$ cat src/rtl/vgate_pkg.sv
package vgate_pkg;
  typedef enum logic [1:0] {
    PH_HBLANK = 2'd0,
    PH_VBLANK = 2'd1,
    PH_SEARCH = 2'd2,
    PH_XFER   = 2'd3
  } disp_phase_e;

  typedef enum logic [1:0] {
    SRC_EXT  = 2'd0,
    SRC_VID  = 2'd1,
    SRC_SPR  = 2'd2,
    SRC_FILL = 2'd3
  } rd_src_e;
endpackage

$ cat src/rtl/vgate_rst_sync.sv
module vgate_rst_sync #(
  parameter int STAGES = 2
) (
  input  logic clk,
  input  logic rst_n,
  output logic rst_n_sync
);
  logic [STAGES-1:0] chain_q;
  logic [STAGES-1:0] chain_d;

  always_comb begin
    chain_d = {chain_q[STAGES-2:0], 1'b1};
  end

  always_ff @(posedge clk or negedge rst_n) begin
    if (!rst_n) chain_q <= '0;
    else        chain_q <= chain_d;
  end

  assign rst_n_sync = chain_q[STAGES-1];
endmodule

$ cat src/rtl/vgate_region_dec.sv
module vgate_region_dec #(
  parameter int                ADDR_W   = 16,
  parameter logic [ADDR_W-1:0] VID_BASE = 16'h8000,
  parameter logic [ADDR_W-1:0] VID_LAST = 16'h9FFF,
  parameter logic [ADDR_W-1:0] SPR_BASE = 16'hFE00,
  parameter logic [ADDR_W-1:0] SPR_LAST = 16'hFE9F
) (
  input  logic [ADDR_W-1:0] addr,
  output logic              vid_hit,
  output logic              spr_hit
);
  always_comb begin
    vid_hit = (addr >= VID_BASE) && (addr <= VID_LAST);
    spr_hit = (addr >= SPR_BASE) && (addr <= SPR_LAST);
  end
endmodule

$ cat src/rtl/vgate_lock_policy.sv
module vgate_lock_policy
  import vgate_pkg::*;
(
  input  logic        lcd_on,
  input  disp_phase_e phase,
  output logic        vid_open,
  output logic        spr_open
);
  always_comb begin
    vid_open = 1'b1;
    spr_open = 1'b1;
    if (lcd_on) begin
      unique case (phase)
        PH_HBLANK, PH_VBLANK: begin
          vid_open = 1'b1;
          spr_open = 1'b1;
        end
        PH_SEARCH: begin
          vid_open = 1'b1;
          spr_open = 1'b0;
        end
        PH_XFER: begin
          vid_open = 1'b0;
          spr_open = 1'b0;
        end
        default: begin
          vid_open = 1'b0;
          spr_open = 1'b0;
        end
      endcase
    end
  end
endmodule

$ cat src/rtl/vgate_rd_return.sv
module vgate_rd_return
  import vgate_pkg::*;
#(
  parameter int                DATA_W = 8,
  parameter logic [DATA_W-1:0] FILL   = '1
) (
  input  logic              clk,
  input  logic              rst_n,
  input  logic              rd_fire,
  input  rd_src_e           src_d,
  input  logic [DATA_W-1:0] vid_rdata,
  input  logic [DATA_W-1:0] spr_rdata,
  input  logic [DATA_W-1:0] ext_rdata,
  output logic [DATA_W-1:0] cpu_rdata
);
  rd_src_e src_q;
  rd_src_e src_nxt;

  always_comb begin
    src_nxt = src_q;
    if (rd_fire) src_nxt = src_d;
  end

  always_ff @(posedge clk or negedge rst_n) begin
    if (!rst_n) src_q <= SRC_EXT;
    else        src_q <= src_nxt;
  end

  always_comb begin
    unique case (src_q)
      SRC_VID:  cpu_rdata = vid_rdata;
      SRC_SPR:  cpu_rdata = spr_rdata;
      SRC_FILL: cpu_rdata = FILL;
      default:  cpu_rdata = ext_rdata;
    endcase
  end

  p_fill_after_block_r7: assert property (@(posedge clk) disable iff (!rst_n)
    (rd_fire && src_d == SRC_FILL) |=> (cpu_rdata == FILL));

  p_ext_after_outside_r9: assert property (@(posedge clk) disable iff (!rst_n)
    (rd_fire && src_d == SRC_EXT) |=> (cpu_rdata == ext_rdata));
endmodule

$ cat src/rtl/vid_access_gate.sv
module vid_access_gate
  import vgate_pkg::*;
#(
  parameter int                ADDR_W   = 16,
  parameter int                DATA_W   = 8,
  parameter logic [ADDR_W-1:0] VID_BASE = 16'h8000,
  parameter logic [ADDR_W-1:0] VID_LAST = 16'h9FFF,
  parameter logic [ADDR_W-1:0] SPR_BASE = 16'hFE00,
  parameter logic [ADDR_W-1:0] SPR_LAST = 16'hFE9F,
  parameter int                VID_OFF_W = $clog2(int'(VID_LAST) - int'(VID_BASE) + 1),
  parameter int                SPR_OFF_W = $clog2(int'(SPR_LAST) - int'(SPR_BASE) + 1)
) (
  input  logic                 clk,
  input  logic                 rst_n,
  input  logic                 lcd_on,
  input  logic [1:0]           mode,
  input  logic [ADDR_W-1:0]    cpu_addr,
  input  logic                 cpu_rd,
  input  logic                 cpu_wr,
  input  logic [DATA_W-1:0]    cpu_wdata,
  output logic [DATA_W-1:0]    cpu_rdata,
  output logic                 vid_rd_en,
  output logic                 vid_wr_en,
  output logic [VID_OFF_W-1:0] vid_addr,
  input  logic [DATA_W-1:0]    vid_rdata,
  output logic                 spr_rd_en,
  output logic                 spr_wr_en,
  output logic [SPR_OFF_W-1:0] spr_addr,
  input  logic [DATA_W-1:0]    spr_rdata,
  output logic [DATA_W-1:0]    mem_wdata,
  input  logic [DATA_W-1:0]    ext_rdata
);
  localparam logic [DATA_W-1:0] FILL_BYTE = '1;

  logic        rst_n_q;
  logic        vid_hit;
  logic        spr_hit;
  logic        vid_open;
  logic        spr_open;
  rd_src_e     src_d;
  disp_phase_e phase;

  assign phase = disp_phase_e'(mode);

  vgate_rst_sync #(.STAGES(2)) u_rst (
    .clk        (clk),
    .rst_n      (rst_n),
    .rst_n_sync (rst_n_q)
  );

  vgate_region_dec #(
    .ADDR_W   (ADDR_W),
    .VID_BASE (VID_BASE),
    .VID_LAST (VID_LAST),
    .SPR_BASE (SPR_BASE),
    .SPR_LAST (SPR_LAST)
  ) u_dec (
    .addr    (cpu_addr),
    .vid_hit (vid_hit),
    .spr_hit (spr_hit)
  );

  vgate_lock_policy u_pol (
    .lcd_on   (lcd_on),
    .phase    (phase),
    .vid_open (vid_open),
    .spr_open (spr_open)
  );

  always_comb begin
    vid_rd_en = cpu_rd && vid_hit && vid_open;
    vid_wr_en = cpu_wr && vid_hit && vid_open;
    spr_rd_en = cpu_rd && spr_hit && spr_open;
    spr_wr_en = cpu_wr && spr_hit && spr_open;
    vid_addr  = VID_OFF_W'(cpu_addr - VID_BASE);
    spr_addr  = SPR_OFF_W'(cpu_addr - SPR_BASE);
    mem_wdata = cpu_wdata;
  end

  always_comb begin
    src_d = SRC_EXT;
    if (vid_hit)      src_d = vid_open ? SRC_VID : SRC_FILL;
    else if (spr_hit) src_d = spr_open ? SRC_SPR : SRC_FILL;
  end

  vgate_rd_return #(
    .DATA_W (DATA_W),
    .FILL   (FILL_BYTE)
  ) u_ret (
    .clk       (clk),
    .rst_n     (rst_n_q),
    .rd_fire   (cpu_rd),
    .src_d     (src_d),
    .vid_rdata (vid_rdata),
    .spr_rdata (spr_rdata),
    .ext_rdata (ext_rdata),
    .cpu_rdata (cpu_rdata)
  );

  p_regions_disjoint_r1: assert property (@(posedge clk) disable iff (!rst_n_q)
    $onehot0({vid_hit, spr_hit}));

  p_spr_locked_search_r4: assert property (@(posedge clk) disable iff (!rst_n_q)
    (spr_rd_en || spr_wr_en) |-> !(lcd_on && mode[1]));

  p_vid_locked_xfer_r5: assert property (@(posedge clk) disable iff (!rst_n_q)
    (vid_rd_en || vid_wr_en) |-> !(lcd_on && mode == 2'd3));

  p_outside_no_enable_r9: assert property (@(posedge clk) disable iff (!rst_n_q)
    !(vid_hit || spr_hit) |-> !(vid_rd_en || vid_wr_en || spr_rd_en || spr_wr_en));

  p_display_off_open_r10: assert property (@(posedge clk) disable iff (!rst_n_q)
    (!lcd_on && cpu_wr && vid_hit) |-> vid_wr_en);
endmodule

$ cat config.mk
export PLATFORM = sky130hd
export DESIGN_NAME = vid_access_gate
export DESIGN_NICKNAME = d
export VERILOG_FILES = /design/src/rtl/vgate_pkg.sv /design/src/rtl/vgate_rst_sync.sv /design/src/rtl/vgate_region_dec.sv /design/src/rtl/vgate_lock_policy.sv /design/src/rtl/vgate_rd_return.sv /design/src/rtl/vid_access_gate.sv
export SDC_FILE = /design/constraint.sdc
export NUM_CORES = 1
export LEC_CHECK = 0
export BUFFER_PORTS_ARGS = -buffer_cell sky130_fd_sc_hd__buf_2
export CAP_MARGIN = 20
export CORE_UTILIZATION = 32
export CTS_BUF_LIST = sky130_fd_sc_hd__clkbuf_8
export DETAILED_ROUTE_END_ITERATION = 7
export PLACE_DENSITY = 0.95
export SLEW_MARGIN = 20
export SYNTH_ARGS = -nofsm -noshare
export SYNTH_HDL_FRONTEND = slang
export SYNTH_SLANG_ARGS = --single-unit
$ cat constraint.sdc
create_clock -name clk -period 1.75 [get_ports clk]
set_input_delay 0.0875 -clock clk [delete_from_list [all_inputs] [get_ports clk]]
set_output_delay 0.0875 -clock clk [all_outputs]
set_load 0.1 [all_outputs]
; Word-level counts from Yosys, hierarchy flattened
; Index checks and enable logic that the tools add are counted.
[word_totals]
register_bits = 4
latch_bits = 0
mem_bits_ro = 0
mem_bits_rw = 0
wordCells = 37
mem_count = 0
[classes]
div_mod_pow = 0
magnitude_cmp = 4
reduce_logical = 14
n_addsub = 2
n_eq_ne = 6
multipliers = 0
mux = 9
shifts = 0
bitwise = 0
[ops]
columns = operator, count
row1 = greater-or-equal comparator 16 bit (second input constant), 2
row2 = <= comparator 16 bit (second input constant), 2
row3 = case mux 8 bit (3 select lines), 1
row4 = subtractor 13 x 1 -> 13 bit (second input constant), 1
row5 = logical AND 1 bit, 10
row6 = equality test 2 bit (second input constant), 4
row7 = subtractor 8 x 1 -> 8 bit (second input constant), 1
row8 = 2-to-1 mux 2 bit, 3
row9 = equality test 2 x 1 -> 1 bit (second input constant), 2
row10 = case mux 1 bit (2 select lines), 2
row11 = OR reduction 2 bit, 2
row12 = 2-to-1 mux 1 bit, 3
row13 = OR reduction 3 bit, 1
row14 = logical NOT 2 bit, 1

; Logic depth before layout (Yosys ltp)
; Gate-level depths: netlist of run 1.
[depth]
word_depth = 7
depth_mapped = 4
depth_no_buf = 3

; Hierarchy
; Synthesis of run 1 repeated with hierarchy kept, for this count alone.
[hier_totals]
hier_cells = 70
area_unflattened_um2 = 630.6
[modules_own_cells]
columns = mod, instances, area_each_um2, cells_each
row1 = vgate_rd_return, 1, 264.0, 24
row2 = vid_access_gate, 1, 264.0, 36
row3 = vgate_rst_sync, 1, 53.8, 3
row4 = vgate_region_dec, 1, 40.0, 5
row5 = vgate_lock_policy, 1, 8.8, 2

; Worst setup path before layout of run 1
; No wires, ideal clock.
[synth_timing]
path_type = register to output
startpoint = register u_ret.src_q[1]
endpoint = output port cpu_rdata[7]
path_slack_ns = 0.188
path_stages_with_launch = 5
arrival_ns = 1.475
path_buffers = 2
required_time_ns = 1.662
cell_sequence = dfrtp_1 buf_2 nand2b_1 buf_2 o22a_1
[synth_via]
elab_chain_cells = 2
[synth_rtl]
columns = element, line_no
row1 = "start, declared", vgate_rd_return.sv:16  ; rd_src_e src_q;
row2 = "start signal, assigned", vgate_rd_return.sv:26  ; else src_q <= src_nxt;
row3 = equality test 2 bit or equality test 2 x 1 -> 1 bit (tied branches), vgate_rd_return.sv:30  ; unique case (src_q)
row4 = case mux 8 bit (3 select lines) *, vgate_rd_return.sv:30
row5 = "end, declared", vid_access_gate.sv:21  ; output logic [DATA_W-1:0] cpu_rdata,
; Every way passes the cells marked *; elsewhere a longest branch is shown, timed or not.

; Final worst setup path of run 1
[layout_timing]
startpoint = register u_ret.src_q[0]
endpoint = output port cpu_rdata[0]
; Same word-level chain as after synthesis.

==> results.cfg, run 1 <==
[worst_setup_path]
setup.worst_path.start_class = flip-flop
worstSetupEndpointType = output port
worst-path-max-fanout = 10
regToRegSetupSlack_ps = 740
critical_path_required_ps = 1660
cp_data_arrival_time_ps = 1560
type_of_the_worst_setup_path = reg -> out

[detailed_routing]
drtPass1Iterations = 4
wirelength_um = 1620
drtAntennaViolNets = 0
post_drt_wl_per_cell_um = 12.2
drt_first_iter_violations = 9
drc = 0
dr_total_vias = 608
vias_per_cell = 4.61

[global_routing]
grt_max_degree = 11
first_pass_grt_wire_length_um = 2280
grt-ovfl-total = 0
first_global_vias = 584
antenna_violations_before_repair = 0
overall_global_routing_usage_pct = 14.7

[finish]
instances_no_fill = 132
layout_cells_sized_above_1_pct = 71.0
postLayoutCellArea_um2 = 911
final_net_count = 164
fillCellCount = 164
area_growth_syn_to_layout_pct = 45.9
n_antenna_cell = 0
register_area_um2 = 100
final_core_util_pct = 51.1
area_used_by_multi_input_combinational_logic_um2 = 288

[run]
drv.max_cap_violation_count = 0

[power_and_ir_drop]
cellPowerDensity_mw_per_mm2 = 891
ir_drop_mv = 0.414
power_leakage_nw = 0.484
power.total_mw = 0.811

[worst_hold_path]
hold_path.class = reg -> async

[synth]
synth_area_leader_cell = buf_4
syn_nets = 126
synthesis.yosys.warnings = 0
syn_inst = 71
synth_cell_type_count = 22
synth-seq-cells = 4
netlist_area_um2 = 624
synth.top_cells.by_area = buf_4 35%, dfrtp_1 16%, mux2_2 13%
synthesis.area_per_instance_um2 = 8.79
netlist.area_leader.share_pct = 34.9
sequential_share_of_the_synthesized_area_pct = 16.0

[sta]
finalMaxSlewViolations = 0
period_needed_ps = 1640
fin_setup_tns_ps = 0
max_clock_freq_ghz = 0.608
clock_skew_ps = 2.17
count_of_final_hold_check_violations = 0
finalHoldWorstSlack_ps = 19.9
final_critical_path_setup_slack_ps = 106
setup-violations-final = 0
grt_setup_unrepaired = no
final.period_utilization_pct = 93.9

[clock_tree]
clockBufferDepth = 2
numCtsBuffers = 3
cts_sinks = 4
tritoncts_clock_tree = done
cts.clk_slew.worst_paths_ps = 30
htreeDepth = 1
clock_latency_ps = 210
clk_root_buffer_cell = clkbuf_8

[placement]
placement.cell_area_um2 = 857
port_buffers = 64
post-place-cells = 128
preCtsSetupSlack_ps = 309
final_gp_congestion = 0.690

[floorplan]
die_h_um = 46.2
rows = 15
die_x_um = 46.2
design.portCount = 96
floorplan.die_area_mm2 = 0.00213
core_mm2 = 0.00178
start_util_pct = 35.0

[outcome]
status = completed
[metal layers]
metal  vias to the layer above  wire, um  GRT usage [%]
met5                         -         0              0
met4                         0         4           4.12
met3                         2       136           5.10
met2                        39       951           29.0
met1                       270       524           13.8
li1                        297         -              -
[cells by family (layout without fill, tap and decap cells)]
family,Yosys count,count (layout),share of synthesized area [%]
AND/OR/NAND/NOR,13,13,13.6
multiplexers,8,8,14.4
AO/OA/AOI/OAI,13,13,17.0
other,1,1,0.601
buffers and inverters,32,68,38.3
flip-flops,4,4,16.0
[flip-flops by register name, summed over array words and instances, names as in the netlist]
| signal | cells |
|---|---|
| u_ret.src_q | 2 |
| u_rst.chain_q | 2 |
[Yosys cell counts]
library cell   n
nand2_1        1
o21ai_1        1
o21a_1         1
o22a_1         9
nand3_1        1
dfrtp_1        4
nor2_1         1
buf_4         29
mux2_2         7
buf_6          1
a41o_1         1
mux2_1         1
or3b_1         1
nor3b_1        1
conb_1         1
and3_1         4
a21oi_1        1
nand4_1        1
nand2b_1       1
nor3_2         1
buf_2          2
nand4b_1       1
[path summary, 6_finish.rpt]
path / cells after the start / start / endpoint
min reg2reg: 0 / u_rst.chain_q[1] / u_ret.src_q[1]
min: 0 / u_rst.chain_q[1] / u_ret.src_q[1]
min in group clk: 2 / lcd_on / u_ret.src_q[0]
max in group asynchronous: 2 / rst_n / u_rst.chain_q[1]
max: 3 / u_ret.src_q[0] / cpu_rdata[0]
max reg2reg: 3 / u_ret.src_q[0] / u_ret.src_q[0]
[final cells by class]
cell class / instances / area share [%]
multi-input combinational: 35 / 31.6
tap: 25 / 3.43
timing repair buffer: 65 / 49.5
sequential: 4 / 11.0
clock buffer: 3 / 4.53
[what timing repair did]
item	CTS	global route
hold endpoints to repair	2	0
hold buffers	1	0
setup endpoints to repair	0	3
gates resized for setup	0	1
buffers inserted	0	0
[layout by cell type, fill, tap and decap left out, types with 3 or more instances in the layout]
master,instances
buf_2,56
o22a_1,9
buf_12,8
mux2_2,7
and3_1,4
dfrtp_1,4
clkbuf_8,3
[critical path: stages, from the launching register on]
cell,delay (ps)
dfrtp_1,550
mux2_2,390
o22a_1,220
buf_12,170
[report_power, final]
part | internal [mW] | total [mW] | switching [mW]
clock network | 0.146 | 0.190 | 0.0440
logic | 0.170 | 0.509 | 0.339
registers | 0.0991 | 0.112 | 0.0130
(Power assumes the default switching activity.)
==> inputs of run 2 (changes only) <==
- ABC_AREA: default -> 1
- CORE_UTILIZATION: 32 -> 34
- PLACE_DENSITY: 0.95 -> 0.89
==> results.cfg, run 2 <==
[sta]
setup-violations-final = 0
fin_setup_tns_ps = 0
max_clock_freq_ghz = 0.657
finalHoldWorstSlack_ps = 14.9
grt_setup_unrepaired = no
clock_skew_ps = 4.42
finalMaxSlewViolations = 0
period_needed_ps = 1520
final.period_utilization_pct = 86.9
count_of_final_hold_check_violations = 0
final_critical_path_setup_slack_ps = 229

[power_and_ir_drop]
ir_drop_mv = 0.603
cell_internal_pwr_mw = 0.382
power.switching_mw = 0.378
power.sequential.fraction_pct = 13.8
power.total_mw = 0.760
p_comb_share_pct = 60.5
power_leakage_nw = 0.569
cellPowerDensity_mw_per_mm2 = 763
fraction_of_power_consumed_by_the_clock_network_pct = 25.7
switching_share_pct = 49.7

[detailed_routing]
vias_per_cell = 4.45
drtPass1Iterations = 4
drt_first_iter_violations = 16
drtAntennaViolNets = 0
wirelength_um = 1710
post_drt_wl_per_cell_um = 9.99
drc = 0
dr_total_vias = 761

[worst_setup_path]
startpoint = u_ret.src_q[0]
cp_data_arrival_time_ps = 1430
worstSetupEndpointType = output port
worst-path-max-fanout = 17
r2r-start = u_ret.src_q[0]
critical_path_required_ps = 1660
type_of_the_worst_setup_path = reg -> out
setup.worst_path.start_class = flip-flop

[clock_tree]
numCtsBuffers = 3
htreeDepth = 1
clock_latency_ps = 220
cts_setup_buffers = 0
tritoncts_clock_tree = done
cts.clk_slew.worst_paths_ps = 30
cts_sinks = 4
clk_root_buffer_cell = clkbuf_8
clockBufferDepth = 2

[floorplan]
core_mm2 = 0.00180
rows = 15
die_x_um = 46.9
start_util_pct = 38.0
floorplan.die_area_mm2 = 0.00220
die_h_um = 46.9
design.portCount = 96

[finish]
n_antenna_cell = 0
area_growth_syn_to_layout_pct = 45.5
top_regs = u_ret.src_q (2), u_rst.chain_q (2)
leading_cell_type_in_the_layout_fill_and_taps_excluded = buf_2
fillCellCount = 184
final_core_util_pct = 55.3
final_net_count = 203
top_library_cells_by_usage_in_the_layout_fill_and_taps_aside = 56 x buf_2, 16 x nand2_1, 14 x nor2_1, 9 x o21ai_2, 9 x inv_1
layout_cells_sized_above_1_pct = 56.8

[synth]
synth_cell_type_count = 18
synth-seq-cells = 4
syn_nets = 165
synth_area_leader_cell = buf_4
sequential_share_of_the_synthesized_area_pct = 14.6
netlist_area_um2 = 684
post-synth-top-count-cell = buf_4
synthesis.area_per_instance_um2 = 6.22
netlist.area_leader.share_pct = 32.9
syn_inst = 110
synthesis.yosys.warnings = 0
synth-async-reset-ratio_pct = 100
number_of_synthesized_flops_with_an_enable_pin = 0
synthFlopType = dfrtp_1
synth.top_cells.by_count = 30 x buf_4, 16 x nand2_1, 14 x nor2_1
synth.top_cells.by_area = buf_4 33%, dfrtp_1 15%, nand2_1 8.8%

[placement]
final_gp_congestion = 0.764
place_hpwl_um = 1460
preCtsSetupSlack_ps = 453
port_buffers = 64

[global_routing]
grt_max_degree = 18
overall_global_routing_usage_pct = 16.9
grt-ovfl-total = 0
antenna_violations_before_repair = 0
first_pass_grt_wire_length_um = 2680
first_global_vias = 670

[outcome]
status = completed

[worst_hold_path]
hold_path.class = reg -> async

[run]
drv.max_cap_violation_count = 0
## run 2: final timing paths
kind / end / slack [ps] / depth (start not counted)
max reg2reg: u_ret.src_q[0] / 600 / 4
max in group asynchronous: u_rst.chain_q[0] / 1470 / 2
max: cpu_rdata[1] / 230 / 4
min: u_ret.src_q[0] / 10 / 0
min in group clk: u_ret.src_q[1] / 120 / 3
min reg2reg: u_ret.src_q[0] / 10 / 0
## run 2: final cells by class
class	instances	area [um2]	share of cell area, %
clock buffer	3	41.3	4.15
inverter	11	41.3	4.15
multi-input combinational	63	332	33.3
sequential	4	100	10.1
tap	25	31.3	3.14
timing repair buffer	65	450	45.2
## run 2: logic make-up (layout without fill, tap and decap cells)
kind of cell           count (synthesis)  count (layout)  share of synthesized area (%)
AO/OA/AOI/OAI                         18              18                           13.7
AND/OR/NAND/NOR                       44              44                           29.8
other                                  1               1                          0.548
buffers and inverters                 43              79                           41.3
flip-flops                             4               4                           14.6
## run 2: critical path, stage by stage, from the launching register on
cell and delay (ps):
dfrtp_1 640, inv_2 170, nand3_1 150, o21ai_2 80
buf_12 170
## run 2: power by group through the flow
stage | clock network [mW] | logic, mW | registers [mW]
after floorplan | 0 | 0.526 | 0.0994
after global placement | 0 | 0.456 | 0.106
after detailed placement | 0 | 0.460 | 0.106
after CTS | 0.200 | 0.462 | 0.105
after global routing | 0.208 | 0.481 | 0.107
final | 0.195 | 0.460 | 0.105
## run 2: what timing repair did
action / CTS / global route
hold buffers: 1 / 0
resized for setup: 0 / 0
hold endpoints to repair: 2 / 0
## run 2: metrics by stage
step	cell area [um2]	std cells
global placement	945	167
finish	996	171
global route	996	171
detailed placement	945	167
floorplan	714	110
CTS	996	171
## run 2: metal layers
metal | share of wire [%] | GRT usage, % | vias up | wire length (um)
met5 | 0 | 0 | - | 0
met4 | 0.99 | 6.86 | 0 | 17
met3 | 8.1 | 5.00 | 4 | 138
met2 | 54 | 30.6 | 37 | 929
met1 | 37 | 18.3 | 329 | 624
li1 | - | - | 391 | -
==> inputs of run 3 (changes only) <==
- CORE_UTILIZATION: 34 -> 28
- PLACE_DENSITY: 0.89 -> 0.75
==> results.cfg, run 3 (synthesis results as in run 2) <==
[placement]
final_gp_congestion = 0.769
port_buffers = 64
place_hpwl_um = 1490

[detailed_routing]
drtAntennaViolNets = 0
wirelength_um = 1690
drtPass1Iterations = 2
dr_total_vias = 754
drc = 0
vias_per_cell = 4.33
drt_first_iter_violations = 4
post_drt_wl_per_cell_um = 9.72

[global_routing]
overall_global_routing_usage_pct = 13.9
grt-ovfl-total = 0
first_global_vias = 741
grt_max_degree = 18
first_pass_grt_wire_length_um = 2830
antenna_violations_before_repair = 0

[finish]
area_growth_syn_to_layout_pct = 46.1
layout_cells_sized_above_1_pct = 56.8
area_used_by_multi_input_combinational_logic_um2 = 332
top_regs = u_ret.src_q (2), u_rst.chain_q (2)
final_core_util_pct = 44.3
fillCellCount = 248
register_area_um2 = 100
leading_cell_type_in_the_layout_fill_and_taps_excluded = buf_2
top_library_cells_by_usage_in_the_layout_fill_and_taps_aside = 56 x buf_2, 16 x nand2_1, 14 x nor2_1, 9 x o21ai_2, 9 x inv_1
final_net_count = 203
n_antenna_cell = 0

[clock_tree]
cts_sinks = 4
clock_latency_ps = 210
htreeDepth = 1
cts_setup_buffers = 0
numCtsBuffers = 3
cts.clk_slew.worst_paths_ps = 30
tritoncts_clock_tree = done
clockBufferDepth = 2
postCtsHoldBufs = 1
cts_resized = 0
clk_root_buffer_cell = clkbuf_8

[worst_setup_path]
cp_data_arrival_time_ps = 1430
worst-path-max-fanout = 17
regToRegSetupSlack_ps = 620
setup.worst_path.start_class = flip-flop
critical_path_required_ps = 1660
type_of_the_worst_setup_path = reg -> out
worstSetupEndpointType = output port

[worst_hold_path]
hold_path.class = reg -> async

[floorplan]
floorplan.die_area_mm2 = 0.00265
start_util_pct = 30.4
rows = 17
die_x_um = 51.4
design.portCount = 96
die_h_um = 51.4
core_mm2 = 0.00225

[power_and_ir_drop]
power.sequential.fraction_pct = 14.0
power_leakage_nw = 0.569
cell_internal_pwr_mw = 0.381
p_comb_share_pct = 61.2
cellPowerDensity_mw_per_mm2 = 751
switching_share_pct = 49.2
power.switching_mw = 0.369
ir_drop_mv = 0.564
fraction_of_power_consumed_by_the_clock_network_pct = 24.8

[sta]
clock_skew_ps = 1.26
setup-violations-final = 0
fin_setup_tns_ps = 0
finalHoldWorstSlack_ps = 22.5
final.period_utilization_pct = 86.7
finalMaxSlewViolations = 0
grt_setup_unrepaired = no
period_needed_ps = 1520
max_clock_freq_ghz = 0.659
count_of_final_hold_check_violations = 0

[outcome]
status = completed

[run]
drv.max_cap_violation_count = 0
==> run 3: cell counts in the layout (fill, tap and decap cells not counted) <==
Identical to the previous run, type by type.
==> run 3: critical path, cell delays in order (launching register included) <==
cell	delay, ps
dfrtp_1	630
inv_2	190
nand3_1	150
o21ai_2	80
buf_12	170
==> run 3: worst paths after layout <==
path / startpoint / to / cells past startpoint
min: u_rst.chain_q[1] / u_ret.src_q[1] / 0
max: u_ret.src_q[0] / cpu_rdata[3] / 4
min in group clk: cpu_rd / u_ret.src_q[1] / 3
max in group asynchronous: rst_n / u_rst.chain_q[1] / 2
min reg2reg: u_rst.chain_q[1] / u_ret.src_q[1] / 0
max reg2reg: u_ret.src_q[0] / u_ret.src_q[0] / 4
==> run 3: layer usage <==
metal	wire (um)	track usage, %	up-vias
met2	847	26.0	41
met3	192	3.27	5
met1	600	14.8	316
met5	0	0	-
met4	50	4.95	0
li1	-	-	392
==> run 3: area by class of cell <==
cell class,count,area share (%)
Inverter,11,4.13
Tap cell,28,3.50
Clock buffer,3,4.13
Multi-Input combinational cell,63,33.2
Timing Repair Buffer,65,45.1
Sequential cell,4,10.0
==> run 3: stage by stage <==
step	power [mW]	instance area (um2)	setup slack (ps)	instances
floorplan	0.625	714	26.0	110
global placement	0.563	948	473	170
detailed placement	0.566	948	441	170
CTS	0.760	1000	212	174
global route	0.787	1000	66.4	174
finish	0.751	1000	233	174
==> run 3: power groups by stage <==
stage          registers, mW  logic (mW)  clock network, mW
2_1_floorplan         0.0994       0.526                  0
5_1_grt                0.107       0.482              0.198
3_3_place_gp           0.106       0.457                  0
4_1_cts                0.105       0.462              0.193
6_report               0.105       0.459              0.186
3_5_place_dp           0.106       0.460                  0
